File: config.mk
export PLATFORM = sky130hd
export DESIGN_NAME = sio_cfg_port
export DESIGN_NICKNAME = d
export VERILOG_FILES = /design/src/rtl/sio_cfg_pkg.sv /design/src/rtl/sio_cfg_keytrack.sv /design/src/rtl/sio_cfg_regbank.sv /design/src/rtl/sio_cfg_rdmux.sv /design/src/rtl/sio_cfg_port.sv
export SDC_FILE = /design/constraint.sdc
export NUM_CORES = 1
export LEC_CHECK = 0
export CORE_MARGIN = 2
export CORE_UTILIZATION = 46
export CTS_CLUSTER_SIZE = 30
export DETAILED_ROUTE_END_ITERATION = 7
export PLACE_DENSITY = 0.82
export SYNTH_ARGS = -nofsm -noshare
export SYNTH_HDL_FRONTEND = slang
export SYNTH_SLANG_ARGS = --single-unit
File: constraint.sdc
create_clock -name clk -period 2.3 [get_ports clk]
set_input_delay 0.69 -clock clk [delete_from_list [all_inputs] [get_ports clk]]
set_output_delay 0.69 -clock clk [all_outputs]
set_load 0.01 [all_outputs]
File: src/rtl/sio_cfg_pkg.sv
package sio_cfg_pkg;

  localparam int DW = 8;

  localparam logic [DW-1:0] KEY_BYTE    = 8'h55;
  localparam logic [DW-1:0] EXIT_BYTE   = 8'hAA;
  localparam logic [DW-1:0] IDLE_READ   = 8'hFF;
  localparam logic [DW-1:0] ABSENT_READ = 8'h00;

  // Power-on contents of each configuration register.
  function automatic logic [DW-1:0] reg_default(input int idx);
    case (idx)
      0:       return 8'h3F;
      1:       return 8'h9F;
      2:       return 8'hDC;
      3:       return 8'h78;
      default: return 8'h00;
    endcase
  endfunction

  // True when the two history bytes form the unlock key.
  function automatic logic key_armed(input logic [DW-1:0] older,
                                     input logic [DW-1:0] newer);
    return (older == KEY_BYTE) && (newer == KEY_BYTE);
  endfunction

  // Bits that differ between the old and the new register value.
  function automatic logic [DW-1:0] change_mask_of(input logic [DW-1:0] old_v,
                                                   input logic [DW-1:0] new_v);
    return old_v ^ new_v;
  endfunction

endpackage

File: src/rtl/sio_cfg_keytrack.sv
module sio_cfg_keytrack
  import sio_cfg_pkg::*;
(
  input  logic          clk,
  input  logic          rst,
  input  logic          idx_wr,
  input  logic [DW-1:0] wdata,
  output logic          cfg_active,
  output logic          key_enter,
  output logic          key_exit,
  output logic          idx_load,
  output logic [DW-1:0] cur_index
);

  logic [DW-1:0] hist_old;
  logic [DW-1:0] hist_new;
  logic          hist_shift;

  assign cfg_active = key_armed(hist_old, hist_new);

  // Locked: every index write shifts. Active: only the exit byte shifts.
  assign hist_shift = idx_wr && (!cfg_active || (wdata == EXIT_BYTE));
  assign key_enter  = hist_shift && !cfg_active && key_armed(hist_new, wdata);
  assign key_exit   = hist_shift && cfg_active;
  assign idx_load   = idx_wr && cfg_active && (wdata != EXIT_BYTE);

  always_ff @(posedge clk) begin
    if (rst) begin
      hist_old <= '0;
      hist_new <= '0;
    end else if (hist_shift) begin
      hist_old <= hist_new;
      hist_new <= wdata;
    end
  end

  always_ff @(posedge clk) begin
    if (rst)           cur_index <= '0;
    else if (idx_load) cur_index <= wdata;
  end

endmodule

File: src/rtl/sio_cfg_regbank.sv
module sio_cfg_regbank
  import sio_cfg_pkg::*;
#(
  parameter int NREG = 4
)(
  input  logic               clk,
  input  logic               rst,
  input  logic               wr_en,
  input  logic [DW-1:0]      wr_idx,
  input  logic [DW-1:0]      wdata,
  output logic [NREG*DW-1:0] regs_flat,
  output logic [NREG-1:0]    chg_pulse,
  output logic [DW-1:0]      chg_mask
);

  logic [DW-1:0] regs_arr [NREG];
  logic [DW-1:0] sel_old;
  logic          sel_valid;
  logic          differs;

  // Current value of the addressed register, if it exists.
  always_comb begin
    sel_old   = '0;
    sel_valid = 1'b0;
    for (int k = 0; k < NREG; k++) begin
      if (wr_idx == DW'(k)) begin
        sel_old   = regs_arr[k];
        sel_valid = 1'b1;
      end
    end
  end

  assign differs = wr_en && sel_valid && (sel_old != wdata);

  for (genvar i = 0; i < NREG; i++) begin : g_reg
    logic [DW-1:0] value_q;
    logic          pulse_q;
    logic          hit;

    assign hit = wr_en && (wr_idx == DW'(i));

    always_ff @(posedge clk) begin
      if (rst) begin
        value_q <= reg_default(i);
        pulse_q <= 1'b0;
      end else begin
        if (hit) value_q <= wdata;
        pulse_q <= hit && (value_q != wdata);
      end
    end

    assign regs_arr[i]            = value_q;
    assign regs_flat[i*DW +: DW]  = value_q;
    assign chg_pulse[i]           = pulse_q;
  end

  always_ff @(posedge clk) begin
    if (rst)          chg_mask <= '0;
    else if (differs) chg_mask <= change_mask_of(sel_old, wdata);
    else              chg_mask <= '0;
  end

endmodule

File: src/rtl/sio_cfg_rdmux.sv
module sio_cfg_rdmux
  import sio_cfg_pkg::*;
#(
  parameter int NREG = 4
)(
  input  logic               clk,
  input  logic               rst,
  input  logic               rd_en,
  input  logic [DW-1:0]      rd_idx,
  input  logic [NREG*DW-1:0] regs_flat,
  output logic [DW-1:0]      rdata
);

  logic [DW-1:0] sel_val;

  always_comb begin
    sel_val = ABSENT_READ;
    for (int k = 0; k < NREG; k++) begin
      if (rd_idx == DW'(k)) sel_val = regs_flat[k*DW +: DW];
    end
  end

  always_ff @(posedge clk) begin
    if (rst)        rdata <= IDLE_READ;
    else if (rd_en) rdata <= sel_val;
    else            rdata <= IDLE_READ;
  end

endmodule

File: src/rtl/sio_cfg_port.sv
module sio_cfg_port
  import sio_cfg_pkg::*;
#(
  parameter int            AW       = 16,
  parameter logic [AW-1:0] IDX_ADDR = 16'h03F0,
  parameter int            NREG     = 4
)(
  input  logic               clk,
  input  logic               rst,
  input  logic [AW-1:0]      io_addr,
  input  logic               io_wr,
  input  logic               io_rd,
  input  logic [7:0]         io_wdata,
  output logic [7:0]         io_rdata,
  output logic               cfg_active,
  output logic               fdc_data_block,
  output logic [NREG*8-1:0]  cfg_regs,
  output logic [NREG-1:0]    reg_changed,
  output logic [7:0]         change_mask
);

  localparam logic [AW-1:0] DATA_ADDR = IDX_ADDR + 1'b1;

  // Named bus events, also observed by the checker.
  logic          idx_wr_hit;
  logic          data_wr_hit;
  logic          data_rd_hit;
  logic          key_enter;
  logic          key_exit;
  logic          idx_load;
  logic [DW-1:0] cur_index;
  logic          block_q;

  assign idx_wr_hit  = io_wr && (io_addr == IDX_ADDR);
  assign data_wr_hit = io_wr && (io_addr == DATA_ADDR);
  assign data_rd_hit = io_rd && (io_addr == DATA_ADDR);

  sio_cfg_keytrack u_key (
    .clk        (clk),
    .rst        (rst),
    .idx_wr     (idx_wr_hit),
    .wdata      (io_wdata),
    .cfg_active (cfg_active),
    .key_enter  (key_enter),
    .key_exit   (key_exit),
    .idx_load   (idx_load),
    .cur_index  (cur_index)
  );

  sio_cfg_regbank #(.NREG(NREG)) u_bank (
    .clk       (clk),
    .rst       (rst),
    .wr_en     (data_wr_hit && cfg_active),
    .wr_idx    (cur_index),
    .wdata     (io_wdata),
    .regs_flat (cfg_regs),
    .chg_pulse (reg_changed),
    .chg_mask  (change_mask)
  );

  sio_cfg_rdmux #(.NREG(NREG)) u_rd (
    .clk       (clk),
    .rst       (rst),
    .rd_en     (data_rd_hit && cfg_active),
    .rd_idx    (cur_index),
    .regs_flat (cfg_regs),
    .rdata     (io_rdata)
  );

  // Floppy data-port takeover follows the key events.
  always_ff @(posedge clk) begin
    if (rst)            block_q <= 1'b0;
    else if (key_enter) block_q <= 1'b1;
    else if (key_exit)  block_q <= 1'b0;
  end

  assign fdc_data_block = block_q;

endmodule

* Yosys cells after proc, flatten, opt, wreduce, memory -nomap -nowiden *
Cells that the tools add are included.

storage, ports and cells
  bits in registers = 77
  output and inout bits = 54
  word-level logic and storage cells = 71

operators by class
  eq/ne operators = 15
  mux-type cells = 10
  bitwise logic cells = 3
  reduce and logical (&&, ||, !) cells = 29

operator list
  cell                    number
  $ne A8 B8 Y1            5
  $eq A16 B10 Y1 const B  2
  $mux W8                 4
  $eq A8 B7 Y1 const B    3
  $logic_and A1 B1 Y1     23
  $eq A8 B2 Y1 const B    2
  $eq A8 B1 Y1 const B    1
  $eq A8 B8 Y1 const B    1
  $logic_not A8 Y1        1
  $ne A8 B8 Y1 const B    1
  $xor A8 B8 Y8           1
  $mux W1                 6
  $reduce_or A2 Y1        2
  $not A1 Y1              2
  $reduce_bool A2 Y1      1
  $logic_not A1 Y1        1
  $logic_or A1 B1 Y1      1

* Depth between registers and ports, before layout *
  word-level depth = 9
  depth in mapped cells = 6
  depth with buffers taken out = 5

* Cells and area by module *
From an unflattened synthesis, not the netlist that was laid out.

second synthesis, totals
  cells, all modules = 427
  area, all modules = 4126.5 µm²

by module, submodules not included
  module            instances  cells an instance  area an instance (µm²)  sequential area each (µm²)
  sio_cfg_regbank   1          227                2260.9                  880.8
  sio_cfg_keytrack  1          137                1257.5                  480.5
  sio_cfg_rdmux     1          49                 501.7                   160.2
  sio_cfg_port      1          14                 106.4                   20.0

* Worst setup path after synthesis *
Ideal clock, no wire load.

  path kind = input -> register
  from = input port io_addr[10]
  to = register u_bank.g_reg[0].value_q[6]
  setup time = 72 ps
  arrival time = 2229 ps
  data required time = 2228 ps
  path slack = -1 ps
  cell stages on the path = 5
  buffers on the path = 1
  path through = or4b_1 nor4_4 and4_1 buf_2 mux2i_1

between the ends
  longest elaborated chain between the ends = 4

ends and longest elaborated chain
  item                  RTL line               source
  from (decl)           sio_cfg_port.sv:10     input logic [AW-1:0] io_addr,
  $eq A16 B10 Y1        sio_cfg_port.sv:35     assign data_wr_hit = io_wr && (io_addr == DATA_ADDR);
  $logic_and A1 B1 Y1   sio_cfg_port.sv:35
  $logic_and A1 B1 Y1   sio_cfg_port.sv:53     .wr_en (data_wr_hit && cfg_active),
  $logic_and A1 B1 Y1   sio_cfg_regbank.sv:40  assign hit = wr_en && (wr_idx == DW'(i));
  to (signal assigned)  sio_cfg_regbank.sv:44  value_q <= reg_default(i);
  to (signal assigned)  sio_cfg_regbank.sv:47  if (hit) value_q <= wdata;
  to (decl)             sio_cfg_regbank.sv:36  logic [DW-1:0] value_q;

No other way between the ends.
A chain may end at the register's enable or synchronous reset.

* Final worst setup path *
  from = register u_key.hist_old[5]
  to = output port cfg_active

between the ends
  longest elaborated chain between the ends = 2

ends and longest elaborated chain
  item                    RTL line                source
  from (decl)             sio_cfg_keytrack.sv:15  logic [DW-1:0] hist_old;
  from (signal assigned)  sio_cfg_keytrack.sv:32  hist_old <= hist_new;
  $eq A8 B7 Y1            sio_cfg_pkg.sv:24       return (older == KEY_BYTE) && (newer == KEY_BYTE);
  $logic_and A1 B1 Y1     sio_cfg_pkg.sv:24
  to (decl)               sio_cfg_port.sv:15      output logic cfg_active,

No other way between the ends.

==> results.tsv <==
metric	value	unit
RePlAce Congestion	0.9485	
Pleak	2.103	nW
hpwl dp	7.192	mm
Port Buffers	81	
Slew HR	51.94	%
Mapped Nets	389	
outcome	finished with violations	
Slew Limit Fails	0	
Final min period	2308	ps
H-tree levels	3	
Ports	82	
Routed WL	9.980	mm
Core ar.	7807	um2
final period utilization	100.4	%
skew final	10.38	ps
Root Driver	clkbuf_8	
chip height	94.24	um
vias per cell	5.469	
Area Growth Syn to Fin	37.81	%
top cells by area, synth	dfxtp_1 41%, mux2i_1 15%, nand2b_1 7.5%	
Ant. Diodes	0	
Synth Instances	361	
number of global-route vias before repair	3081	
DRC	0	
FFs w/ async S/R, synth	0	%
DR WL/cell	17.54	um
slew at the pin closest to its max-slew limit	719.9	ps
initial antenna violation count	0	
crit path max fanout	2	
Finished Layout Cells	569	
Setup WS post-layout	-8.463	ps
total CTS buffers	9	
hold_buf cts	0	
RSZ-0062 raised after global routing	yes	
Worst Setup End Kind	output pin	
hold path depth	2	
grt total ovfl	0	
final hold slack	479.1	ps
Die Area	8881	um2
chip width	94.24	um
crit path DAT	1620	ps
layout cells sized above 1	17.13	%
multi-input logic area	2128	um2
VDD IR-drop max	0.0003007	V
nets@finish	491	
First DRT Iteration DRCs	222	
Worst-Skew Late Latency	350	ps
largest net degree at the start of global routing	72	
Synth warnings	0	
first-pass GRT wire length	16.02	mm
Crit Path Category	register to output pin	
filler cell count	595	
overall global routing resource usage	23.57	%
Final Setup Violations	1	
fmax	0.4332	GHz
Initial Utilization	47.98	%
Synth Flop Type	dfxtp_1	
register area	1544	um2
Syn Area/Cell	10.38	um2
failing checks	negative setup slack	
post-synthesis register bit count	77	
cell area power density	486.2	nW/um2
Longest Clk Path Bufs	2	
Inst Count DP	550	
total number of vias	3112	
final hold viol count	0	
share of the synthesized area in the top cell type	41.15	%
clock slew at reported path FFs	80	ps
cell taking the most area after synthesis	dfxtp_1	
number of clock sinks	77	
number of flops mapped to enable cells by yosys	0	
CTS tree	built	
Hold/Removal Path Class	register to register	
most frequent cells in the layout	75 x dfxtp_1, 75 x clkdlybuf4s50_1, 55 x mux2i_1	
post-synthesis cell area	3746	um2
Synth cell types	37	
Routed Antenna Nets	0	
R2R depth	5	
# Max-Cap Violations	0	
count of standard-cell rows	32	
sequential share of the synthesized area	41.15	%
Initial DRT Pass Iterations	5	
Worst EP required	1610	ps
CP startpoint kind	register	
[power by group]
| group | switching, mW | internal, mW | total [mW] |
|---|---|---|---|
| logic | 0.0926 | 0.0972 | 0.190 |
| clock network | 0.487 | 0.501 | 0.988 |
| registers | 0.000000923 | 1.33 | 1.33 |
[critical path, stage by stage (launching register included)]
cell and delay, ps:
dfxtp_2 320, nand4bb_1 200, or4_4 590, inv_4 80, buf_6 90
[repair_timing]
| item | CTS | global route |
|---|---|---|
| endpoints found under the setup margin | 21 | 23 |
| pin swaps | 5 | 6 |
| buffers inserted | 2 | 2 |
| endpoints found under the hold margin | 0 | 0 |
| resized for setup | 16 | 8 |
[Yosys cell counts, drive strengths merged, types with 5 or more instances]
| cell type | count |
|---|---|
| a21o | 8 |
| buf | 11 |
| dfxtp | 77 |
| mux2i | 56 |
| xor2 | 24 |
| xnor2 | 16 |
| nand2 | 5 |
| nand2b | 45 |
| nand4bb | 5 |
| clkbuf | 17 |
| nor2 | 42 |
| nor4 | 12 |
| mux4 | 8 |
| nand4 | 7 |
[state kept, by name, summed over array words and instances, names as in the netlist]
signal            cells
u_bank.g.pulse_q      4
u_bank.chg_mask       8
u_bank.g.value_q     32
u_key.hist_old        8
fdc_data_block        1
u_rd.rdata            8
u_key.hist_new        8
u_key.cur_index       8
[area by class of cell]
class,count,share of cell area (%)
Multi-Input combinational cell,253,41.23
Sequential cell,77,29.91
Timing Repair Buffer,119,22.59
Clock buffer,12,2.618
Tap cell,102,2.472
Clock inverter,3,0.9210
Inverter,3,0.2666
[final timing paths]
check	start	end	slack [ps]
setup reg to reg	u_key.hist_old[5]	u_key.hist_new[7]	120
setup / recovery	u_key.hist_old[5]	cfg_active	-8
hold / removal	u_key.cur_index[5]	u_key.cur_index[5]	480
hold reg to reg	u_key.cur_index[5]	u_key.cur_index[5]	480
[routing by layer]
| metal | global-route usage [%] | share of wire, % | up-vias | wire [um] |
|---|---|---|---|---|
| met3 | 5.939 | 7.4 | 19 | 742 |
| met1 | 31.73 | 44 | 1506 | 4409 |
| met2 | 37.44 | 47 | 127 | 4653 |
| met4 | 6.763 | 1.8 | 0 | 176 |
| li1 | - | - | 1460 | - |
| met5 | 0 | 0 | - | 0 |
[cells by family (layout without fill, tap and decap cells)]
group / count (synthesis) / count (layout) / synth area share (%)
AOI/OAI and AO/OA: 14 / 14 / 3.340
xor gates and xnor gates: 40 / 40 / 9.352
muxes: 64 / 64 / 19.77
buffers and inverters: 31 / 137 / 3.774
and+or+nand+nor: 135 / 135 / 22.61
DFF: 77 / 77 / 41.15
[per-stage QoR]
stage | instance area (um2) | setup slack, ps | utilization [%] | setup TNS (ps) | total power [mW]
after floorplan | 3749 | 4.994 | - | 0 | 1.459
after global placement | 4880 | -394.9 | 62.50 | -22910 | 1.548
after detailed placement | 4880 | -462.2 | 62.50 | -25330 | 1.550
after CTS | 5114 | -84.95 | 65.50 | -84.95 | 2.514
after global routing | 5162 | -80.52 | 66.12 | -88.53 | 2.594
final | 5162 | -8.463 | 66.12 | -8.463 | 2.510
No activity file was read; power rests on OpenSTA's default activity.
